`config.mk`:
```
export PLATFORM = sky130hd
export DESIGN_NAME = serial_reg_bank
export DESIGN_NICKNAME = d
export VERILOG_FILES = /design/src/rtl/serial_reg_bank.sv
export SDC_FILE = /design/constraint.sdc
export NUM_CORES = 1
export LEC_CHECK = 0
export BUFFER_PORTS_ARGS = -buffer_cell sky130_fd_sc_hd__buf_2
export CAP_MARGIN = 20
export CELL_PAD_IN_SITES_DETAIL_PLACEMENT = 0
export CELL_PAD_IN_SITES_GLOBAL_PLACEMENT = 1
export CORE_ASPECT_RATIO = 1.2
export CORE_MARGIN = 2
export CORE_UTILIZATION = 36
export DETAILED_ROUTE_END_ITERATION = 7
export PLACE_DENSITY = 0.86
export SYNTH_ARGS = -nofsm -noshare
export SYNTH_HDL_FRONTEND = slang
export SYNTH_SLANG_ARGS = --single-unit
```
`constraint.sdc`:
```
create_clock -name clk -period 1.56 [get_ports clk]
set_input_delay 0.156 -clock clk [delete_from_list [all_inputs] [get_ports clk]]
set_output_delay 0.156 -clock clk [all_outputs]
set_load 0.05 [all_outputs]
```
`src/rtl/serial_reg_bank.sv`:
```
module serial_reg_bank #(
  parameter int LINES  = 4,
  parameter int ADDR_W = 12,
  parameter logic [ADDR_W-1:0] BASE = 12'h100
) (
  input  logic                clk,
  input  logic                rst_n,
  input  logic                bus_req,
  input  logic                bus_wr,
  input  logic [ADDR_W-1:0]   bus_addr,
  input  logic [15:0]         bus_wdata,
  output logic                bus_ack,
  output logic                bus_err,
  output logic [15:0]         bus_rdata,
  input  logic [LINES-1:0]    rx_strobe,
  input  logic [LINES-1:0]    rx_break,
  input  logic [8*LINES-1:0]  rx_char,
  output wire  [LINES-1:0]    tx_start,
  output wire  [8*LINES-1:0]  tx_char,
  input  logic [LINES-1:0]    tx_done,
  output wire  [LINES-1:0]    rx_irq_set,
  output wire  [LINES-1:0]    rx_irq_clr,
  output wire  [LINES-1:0]    tx_irq_set,
  output wire  [LINES-1:0]    tx_irq_clr
);
  localparam int LW = (LINES > 1) ? $clog2(LINES) : 1;
  localparam logic [ADDR_W-4:0] NLINES = (ADDR_W-3)'(LINES);

  logic [ADDR_W-1:0] off;
  logic              in_rng;
  logic [LW-1:0]     idx;
  logic [1:0]        sel;
  logic              odd;

  assign off    = bus_addr - BASE;
  assign in_rng = (bus_addr >= BASE) && (off[ADDR_W-1:3] < NLINES);
  assign idx    = off[LW+2:3];
  assign sel    = bus_addr[2:1];
  assign odd    = bus_addr[0];

  wire [LINES-1:0] rxd_w, rxie_w, rxerr_w, rxovr_w, rxbrk_w;
  wire [LINES-1:0] txd_w, txie_w, txmnt_w, txbrk_w;
  wire [7:0]       rxdat_w [LINES];

  for (genvar i = 0; i < LINES; i++) begin : g_line
    logic       rxd, rxie, rxerr, rxovr, rxbrk, txd, txie, txmnt, txbrk;
    logic [7:0] rxdat, txdat;
    logic       start_q, rset_q, rclr_q, tset_q, tclr_q;

    wire hit   = bus_req && in_rng && (idx == LW'(i));
    wire w_rxs = hit && bus_wr && sel == 2'd0 && !odd;
    wire r_rxb = hit && !bus_wr && sel == 2'd1;
    wire w_txs = hit && bus_wr && sel == 2'd2 && !odd;
    wire w_txb = hit && bus_wr && sel == 2'd3;
    wire rie_n = w_rxs ? bus_wdata[6] : rxie;
    wire tie_n = w_txs ? bus_wdata[6] : txie;
    wire rset  = (rx_strobe[i] && rie_n) || (w_rxs && bus_wdata[6] && rxd);
    wire rclr  = (r_rxb || (w_rxs && !bus_wdata[6])) && !rset;
    wire tset  = (tx_done[i] && !w_txb && tie_n) || (w_txs && bus_wdata[6] && txd);
    wire tclr  = (w_txb || (w_txs && !bus_wdata[6])) && !tset;
    wire ovr   = rxd && !r_rxb;

    always_ff @(posedge clk) begin
      if (!rst_n) begin
        {rxd, rxie, rxerr, rxovr, rxbrk} <= '0;
        {txie, txmnt, txbrk}             <= '0;
        txd   <= 1'b1;
        rxdat <= '0;
        txdat <= '0;
        {start_q, rset_q, rclr_q, tset_q, tclr_q} <= '0;
      end else begin
        if (w_rxs) rxie <= bus_wdata[6];
        if (rx_strobe[i]) begin
          rxdat <= rx_break[i] ? 8'h00 : rx_char[8*i +: 8];
          rxbrk <= rx_break[i];
          rxovr <= ovr;
          rxerr <= rx_break[i] || ovr;
          rxd   <= 1'b1;
        end else if (r_rxb) begin
          rxd <= 1'b0;
        end
        if (w_txs) {txie, txmnt, txbrk} <= {bus_wdata[6], bus_wdata[2], bus_wdata[1]};
        if (w_txb) begin
          if (!odd) txdat <= bus_wdata[7:0];
          txd <= 1'b0;
        end else if (tx_done[i]) begin
          txd <= 1'b1;
        end
        start_q <= w_txb;
        rset_q  <= rset;
        rclr_q  <= rclr;
        tset_q  <= tset;
        tclr_q  <= tclr;
      end
    end

    assign rxd_w[i] = rxd;   assign rxie_w[i] = rxie;
    assign rxerr_w[i] = rxerr; assign rxovr_w[i] = rxovr; assign rxbrk_w[i] = rxbrk;
    assign txd_w[i] = txd;   assign txie_w[i] = txie;
    assign txmnt_w[i] = txmnt; assign txbrk_w[i] = txbrk;
    assign rxdat_w[i] = rxdat;
    assign tx_char[8*i +: 8] = txdat;
    assign tx_start[i]   = start_q;
    assign rx_irq_set[i] = rset_q;
    assign rx_irq_clr[i] = rclr_q;
    assign tx_irq_set[i] = tset_q;
    assign tx_irq_clr[i] = tclr_q;

    AST_RX_DONE_AFTER_CHAR: assert property (@(posedge clk) disable iff (!rst_n)
      rx_strobe[i] |=> rxd);
    AST_OVR_HAS_ERR: assert property (@(posedge clk) disable iff (!rst_n)
      rxovr |-> rxerr);
    AST_BRK_HAS_ERR: assert property (@(posedge clk) disable iff (!rst_n)
      rxbrk |-> (rxerr && rxdat == 8'h00));
    AST_START_CLEARS_DONE: assert property (@(posedge clk) disable iff (!rst_n)
      tx_start[i] |-> (!txd && tx_irq_clr[i]));
    AST_RX_STROBE_EXCL: assert property (@(posedge clk) disable iff (!rst_n)
      !(rx_irq_set[i] && rx_irq_clr[i]));
    AST_TX_STROBE_EXCL: assert property (@(posedge clk) disable iff (!rst_n)
      !(tx_irq_set[i] && tx_irq_clr[i]));
  end

  logic [15:0] rd_mux;
  always_comb begin
    rd_mux = '0;
    if (in_rng) begin
      case (sel)
        2'd0: rd_mux = {8'h00, rxd_w[idx], rxie_w[idx], 6'b0};
        2'd1: rd_mux = {rxerr_w[idx], rxovr_w[idx], rxbrk_w[idx], 5'b0, rxdat_w[idx]};
        2'd2: rd_mux = {8'h00, txd_w[idx], txie_w[idx], 3'b0, txmnt_w[idx], txbrk_w[idx], 1'b0};
        default: rd_mux = {8'h00, tx_char[8*idx +: 8]};
      endcase
    end
  end

  always_ff @(posedge clk) begin
    if (!rst_n) begin
      bus_ack   <= 1'b0;
      bus_err   <= 1'b0;
      bus_rdata <= '0;
    end else begin
      bus_ack   <= bus_req;
      bus_err   <= bus_req && !in_rng;
      bus_rdata <= (bus_req && !bus_wr) ? rd_mux : 16'h0000;
    end
  end

  AST_ACK_FOLLOWS_REQ: assert property (@(posedge clk) disable iff (!rst_n)
    bus_req |=> bus_ack);
  AST_ERR_ONLY_WITH_ACK: assert property (@(posedge clk) disable iff (!rst_n)
    bus_err |-> (bus_ack && bus_rdata == 16'h0000));
endmodule

```
; Yosys cells after proc, flatten, opt, wreduce, memory -nomap -nowiden
; Cells that the tools add are included.
[word_totals]
regBits = 138
elab_cells = 274
[op_classes]
n_addsub = 1
n_lt_le_gt_ge = 4
n_eq_ne = 6
shift = 1
muxes = 50
bitwise = 2
n_reduce_logical = 143
[op_table]
columns = cell, count
row1 = 1-bit logical AND, 88
row2 = 8-bit two-way mux, 6
row3 = 16-bit case mux with 3 select lines, 1
row4 = 1-bit two-way mux, 33
row5 = 32-bit by 6-bit variable part select with 8-bit output, 1
row6 = 1-bit zero test, 20
row7 = 1-bit logical OR, 20
row8 = 1-bit binary-select mux with 2-bit select, 9
row9 = 8-bit binary-select mux with 2-bit select, 1
row10 = 2-bit nonzero test, 8
row11 = "12-bit by 9-bit >= comparator with 1-bit output, second input constant", 1
row12 = "12-bit by 9-bit subtractor with 12-bit output, second input constant", 1
row13 = "9-bit by 3-bit less-than comparator with 1-bit output, second input constant", 1
row14 = "2-bit == test, second input constant", 4
row15 = 2-bit AND reduction, 4
row16 = "2-bit by 1-bit == test with 1-bit output, second input constant", 2
row17 = 2-bit zero test, 2
row18 = "3-bit >= comparator, second input constant", 1
row19 = "2-bit by 3-bit less-than comparator with 1-bit output, second input constant", 1
row20 = 2-bit inverter with 3-bit output, 1
row21 = 3-bit AND reduction, 1
row22 = 1-bit inverter, 1

; Logic depth before layout (Yosys ltp)
; Gate-level depths: netlist (run 1).
[depth]
word_depth = 13
ltp_mapped = 6
mapped_depth_nobuf = 4

; Worst setup path after synthesis (run 1)
; OpenSTA, ideal clock, no wires.
[synth_path]
path_kind = input to register
from = input port bus_addr[3]
to = register bus_rdata[6]
setup_ns = 0.123
arrival_time_ns = 1.410
t_required_ns = 1.437
setup_slack_ns = 0.028
stages = 6
n_path_buf = 3
cell_sequence = buf_2 -> buf_2 -> buf_2 -> mux4_2 -> a22oi_1 -> a21oi_1
[synth_between]
elab_chain_len = 6
word_cells_on_any_way = 15
[synth_lines]
columns = item, line
row1 = from (decl), 10  ; input logic [ADDR_W-1:0] bus_addr,
row2 = branches (longest 6 deep; another with 12-bit by 9-bit subtractor with 12-bit output), n/a
row3 = to (signal assigned), 144  ; bus_rdata <= (bus_req && !bus_wr) ? rd_mux : 16'h0000;
row4 = to (decl), 14  ; output logic [15:0] bus_rdata,
; Parallel ways; which one is timed is not known. The select of a mux whose other input is x is not followed.
; A chain may end at the register's enable or synchronous reset.

; Worst setup path after layout (run 1)
[layout_path]
from = register g_line[3].txdat[7]
to = register bus_rdata[7]
[layout_between]
elab_chain_len = 2
[layout_lines]
columns = item, line
row1 = from (decl), 47  ; logic [7:0] rxdat, txdat;
row2 = from (signal assigned), 84  ; if (!odd) txdat <= bus_wdata[7:0];
row3 = 32-bit by 6-bit variable part select with 8-bit output, 131  ; default: rd_mux = {8'h00, tx_char[8*idx +: 8]};
row4 = 16-bit case mux with 3 select lines, 127  ; case (sel)
; No other way between the ends.

==> flow_metrics.tcl, run 1 <==
set metrics [dict create \
    met2_usage 0.315 \
    htree_levels 4 \
    cts.sinks 133 \
    detail-route-antenna-nets 0 \
    final_cells 966 \
    area_growth_pct 35.0 \
    crit_path_end_kind "register" \
    cts_setup_buffers 0 \
    power_density_nw_per_um2 1100 \
    hold_viol 0 \
    irDropWorstVdd_mv 0.599 \
    setup_viol 0 \
    wirelength_mm 16.4 \
    max-cap-violations 0 \
    postLayoutCellArea_sq_um 7800 \
    grtUsageTotal 0.197 \
    reg2reg_depth 3 \
    ys.warnings.count 0 \
    fp.coreArea_sq_um 15600 \
    layout_common_cells "dfxtp_1, buf_2, nor2b_1" \
    gp_congestion 0.851 \
    status "finished, final reports clean" \
    synth_top_family_by_area "simple AND/OR/NAND/NOR gates" \
    die_w_um 120 \
    cpPeakStageDelay_ns 0.49 \
    path_depth 3 \
    drive_gt1_frac 0.330 \
    fp.dieH_um 143 \
    grt_max_degree 87 \
    fin_skew_ns 0.0112 \
    reg2reg_from "g_line[3].txdat[7]" \
    dp_slack_ns -0.0673 \
    cts_tree "built" \
    r2r-end "bus_rdata[7]" \
    grt_overflow 0 \
    io_buffers 132 \
    fillCellCount 1489 \
    fmax_mhz 787 \
    ctsResizeCount 0 \
    synth_seq_cells 133 \
    synthXorXnorAreaFrac 0 \
    startpoint "g_line[3].txdat[7]" \
    final_common_cell "dfxtp_1" \
    period_needed_ns 1.27 \
    fin_hold_ws_ns 0.00708 \
    viasPerCell 5.20 \
    path_clk_slew_ns 0.06 \
    slowest_stage "mux4_2" \
    drt-pass1-iter-count 7 \
    synth_mux_area_frac 0.134 \
    yosys.area_share.simple 0.197 \
    gr-usage-met1 0.241 \
    cp.required_ns 1.86 \
    hold_path.class "primary input to register" \
    drt_iter0_drc 336 \
    finalPower_uw 8560 \
    crit_end "bus_rdata[7]" \
    crit_buf_inv 0 \
    timing.final.ws_setup_ns 0.289 \
    drc 0 \
    num_io_pins 146 \
    antenna_found_initial 1 \
    synth-adder-area-share 0 \
    grt_pass1_wl_mm 25.7 \
    grt_use_met3 0.0595 \
    clockBufferDepth 2 \
    cts-root-buf "clkbuf_16" \
    dpl.cell_count 905 \
    path_delay_family "multiplexers" \
    worstSkewPairLatency_ns 0.42 \
    start_util 0.369 \
    synth_compound_area_frac 0.146 \
    mappedNetlistArea_sq_um 5780 \
    nNetsFinal 820 \
    grt_setup_unrepaired "false" \
    fin_crit_sh 0.815 \
    slew_violations 0 \
    path_max_fanout 3 \
    placed_area_sq_um 6870 \
    hpwlAfterDp_mm 12.0 \
    avgRoutedWirePerCell_um 17.0 \
    vias 5026 \
    path_cells "mux4_2, a22oi_1, a21oi_1" \
    synthCells 571 \
    die_area_sq_um 17100 \
    hold_buffers 28 \
    start_kind "register" \
    crit_type "register to register" \
    numCtsBuffers 17 \
    seq_area_frac_synth 0.461 \
    leakagePower_uw 0.00332 \
    grt_pass1_vias 4789 \
    r2r_slack_ns 0.29 \
    busiest_layer "met2" \
    avgSynthCellArea_sq_um 10.1 \
    fp-row-count 50 \
    synth.distinct_cells 44 \
    cp_data_arrival_time_ns 1.57 \
]
[area by class of cell]
| type | instances | area, sq um | area share |
|---|---|---|---|
| multi-input cells | 376 | 2770 | 0.355 |
| flip-flops and latches | 133 | 2660 | 0.341 |
| repair buffers | 211 | 1440 | 0.184 |
| clock buffers | 25 | 505 | 0.0648 |
| well taps | 208 | 260 | 0.0334 |
| clock inverters | 7 | 141 | 0.0181 |
| inverters | 5 | 18.8 | 0.00241 |
| diodes | 1 | 2.50 | 0.000321 |
[synth_stat cells]
master	n	area (sq um)
or2_2	2	12.5
o41ai_1	2	17.5
o22ai_1	6	37.5
mux4_2	25	563
nand3_1	45	225
o2111ai_1	5	43.8
a31o_2	3	26.3
inv_1	5	18.8
and2_1	8	50.1
nor4_4	1	21.3
and3b_1	2	17.5
mux2i_1	21	210
conb_1	1	3.75
dfxtp_1	133	2660
buf_2	9	45.0
nor3b_2	2	25.0
buf_1	2	7.51
nor2b_1	56	350
nor4_1	2	12.5
a22oi_1	38	285
clkbuf_1	24	90.1
nand2_1	22	82.6
nor2_1	21	78.8
and2_0	2	12.5
and4_1	3	26.3
a21o_1	3	22.5
nor4b_1	1	8.76
nand4_4	1	21.3
a21oi_1	9	45.0
nor3_1	1	5.00
a21boi_0	9	67.6
or2_0	1	6.26
nand3b_1	1	7.51
nand4_2	3	37.5
buf_4	26	195
o2bb2ai_1	1	8.76
and4bb_2	1	12.5
and4b_1	2	20.0
nand4_1	11	68.8
and3_1	3	18.8
nand2b_1	3	18.8
o21ai_0	49	245
a31oi_1	3	18.8
o211ai_1	3	22.5
[cells by family (layout without fill, tap and decap cells)]
logic type,Yosys count,in the layout
buf+inv,66,248
simple gates,194,194
compound gates,131,131
mux,46,46
flops,133,133
other cells,1,6
[power by group]
part / internal [uW] / switching (uW) / total [uW]
clock network: 2890 / 1460 / 4350
registers: 3460 / 32.8 / 3490
logic: 338 / 380 / 718
[routing by layer]
layer	share of wire	wire length, um
met1	0.41	6780
met2	0.48	7850
met3	0.074	1210
met4	0.035	573
met5	0	0
[worst min-delay path by stage]
stage	start	to	slack [ns]	depth (start not counted)
2_1_floorplan	tx_done[0]	g_line[0].txd	0.29	2
3_3_place_gp	tx_done[0]	g_line[0].txd	0.41	3
3_5_place_dp	rx_char[13]	g_line[1].rxdat[5]	0.42	3
4_1_cts	tx_done[2]	g_line[2].txd	0.001	3
5_1_grt	tx_done[2]	g_line[2].txd	0.004	3
6_report	rx_char[6]	g_line[0].rxdat[6]	0.007	3
[flip-flops by register name (all words and copies together) (netlist names)]
name and cells:
g_line.rxdat 32, g_line.start_q 4, g_line.rxie 4, g_line.txd 4
g_line.rset_q 4, g_line.txbrk 4, g_line.tclr_q 4, g_line.rxovr 4
bus_rdata 11, g_line.rxerr 4, g_line.rxd 4, g_line.txie 4
g_line.txdat 32, g_line.txmnt 4, g_line.rclr_q 4, g_line.tset_q 4
bus_err 1, bus_ack 1, g_line.rxbrk 4
[tightest hold or removal path: stages]
cell and delay (ns):
buf_2 0.09, a22oi_1 0.05, nor2b_1 0.10
[through the flow]
| step | utilization | TNS, ns |
|---|---|---|
| finish | 0.499 | 0 |
| global route | 0.499 | 0 |
| global placement | 0.439 | -0.144 |
| detailed placement | 0.439 | -0.141 |
| floorplan | - | 0 |
| CTS | 0.499 | 0 |
No activity file was read; power rests on OpenSTA's default activity.
==> run 2: changes to the inputs <==
==> constraint.sdc (replaced) <==
create_clock -name clk -period 1.05 [get_ports clk]
set_input_delay 0.105 -clock clk [delete_from_list [all_inputs] [get_ports clk]]
set_output_delay 0.105 -clock clk [all_outputs]
set_load 0.05 [all_outputs]
==> flow_metrics.tcl, run 2 (synthesized netlist as in run 1, its figures left out) <==
set metrics [dict create \
    status "finished, violations left" \
    failed_checks "negative setup slack" \
    setup_viol 59 \
    gp_congestion 0.893 \
    nNetsFinal 942 \
    path_cells "mux4_2, mux2i_1, nor2_1" \
    final_cells 1087 \
    finalPower_uw 12600 \
    grt_max_degree 44 \
    reg2reg_depth 3 \
    viasPerCell 5.33 \
    fin_hold_ws_ns 0.00884 \
    start_kind "register" \
    vias 5791 \
    slowest_stage "mux4_2" \
    dpl.cell_count 992 \
    fp-row-count 50 \
    power_density_nw_per_um2 1280 \
    die_w_um 120 \
    cts_tree "built" \
    drc 0 \
    numCtsBuffers 17 \
    die_area_sq_um 17100 \
    hold_path.class "primary input to register" \
    grt_setup_unrepaired "true" \
    largestRegisters "g_line.rxdat (32), g_line.txdat (32), bus_rdata (11)" \
    cts.sinks 133 \
    wirelength_mm 21.0 \
    cp.required_ns 1.37 \
    leakagePower_uw 0.00409 \
    grt_pass1_wl_mm 31.4 \
    area_growth_pct 70.8 \
    cts-root-buf "clkbuf_16" \
    worstSkewPairLatency_ns 0.43 \
    path_clk_slew_ns 0.06 \
    fp.coreArea_sq_um 15600 \
    holdPathStages 3 \
    irDropWorstVdd_mv 1.04 \
    htree_levels 4 \
    max-cap-violations 0 \
    period_needed_ns 1.22 \
    fmax_mhz 820 \
    cp_data_arrival_time_ns 1.54 \
    cpPeakStageDelay_ns 0.51 \
    slew_violations 0 \
    start_util 0.369 \
    final_common_cell "buf_4" \
    fin_setup_tns_ns -4.35 \
    crit_type "register to register" \
    grt_pass1_vias 5869 \
    fp.dieH_um 143 \
    path_max_fanout 2 \
    grtUsageTotal 0.239 \
    fin_crit_sh 1.16 \
    num_io_pins 146 \
    utilization 0.631 \
    drive_gt1_frac 0.512 \
    hpwlAfterDp_mm 14.2 \
    detail-route-antenna-nets 0 \
    io_buffers 132 \
    layout_common_cells "buf_4, dfxtp_1, buf_6" \
    crit_path_end_kind "register" \
    drt_iter0_drc 371 \
    avgRoutedWirePerCell_um 19.3 \
    timing.final.ws_setup_ns -0.170 \
    fin_skew_ns 0.00826 \
    antenna_found_initial 0 \
    hold_viol 0 \
    diodes 0 \
    clockBufferDepth 2 \
    grt_overflow 0 \
    drt-pass1-iter-count 5 \
]
-- run 2: worst max-delay path, delay by kind of cell (launching register included) --
| family | cells | cell delay, ns |
|---|---|---|
| muxes | 2 | 0.68 |
| DFF | 1 | 0.34 |
| and+or+nand+nor | 1 | 0.09 |
-- run 2: metal layers --
metal	vias to the layer above	wire length (um)	track usage	share of wire
li1	2676	-	-	-
met1	2799	7800	0.270	0.37
met2	263	11100	0.429	0.53
met3	53	1340	0.0531	0.064
met4	0	737	0.111	0.035
met5	-	0	0	0
-- run 2: stage by stage --
stage,setup WS (ns),area (sq um)
finish,-0.170,9870
global route,-0.192,9870
CTS,-0.166,9390
detailed placement,-0.497,7690
global placement,-0.423,7690
floorplan,-0.303,6030
-- run 2: final timing paths --
check                startpoint            endpoint  slack [ns]
max          g_line[3].txdat[0]        bus_rdata[0]       -0.17
min                 rx_char[30]  g_line[3].rxdat[6]       0.009
max reg2reg  g_line[3].txdat[0]        bus_rdata[0]       -0.17
min reg2reg     g_line[3].rxovr     g_line[3].rxovr        0.47
-- run 2: timing repair --
| item | in CTS | in global routing |
|---|---|---|
| setup buffers | 7 | 6 |
| cloned | 0 | 5 |
| hold endpoints to repair | 62 | 0 |
| hold buffers | 45 | 0 |
| setup endpoints to repair | 81 | 127 |
| resized for setup | 190 | 94 |
| pin swaps | 9 | 16 |
-- run 2: layout make-up --
type / instances / area (sq um)
clock inverters: 13 / 156
flip-flops and latches: 133 / 2770
fillers: 1220 / 5770
well taps: 208 / 260
multi-input cells: 378 / 3080
repair buffers: 331 / 3140
clock buffers: 19 / 443
inverters: 5 / 18.8
-- run 2: report_power, final --
| group | leakage (uW) | switching, uW | internal, uW |
|---|---|---|---|
| clock | 0.000293 | 2320 | 3780 |
| combinational | 0.00269 | 703 | 694 |
| sequential | 0.00111 | 49.1 | 5090 |
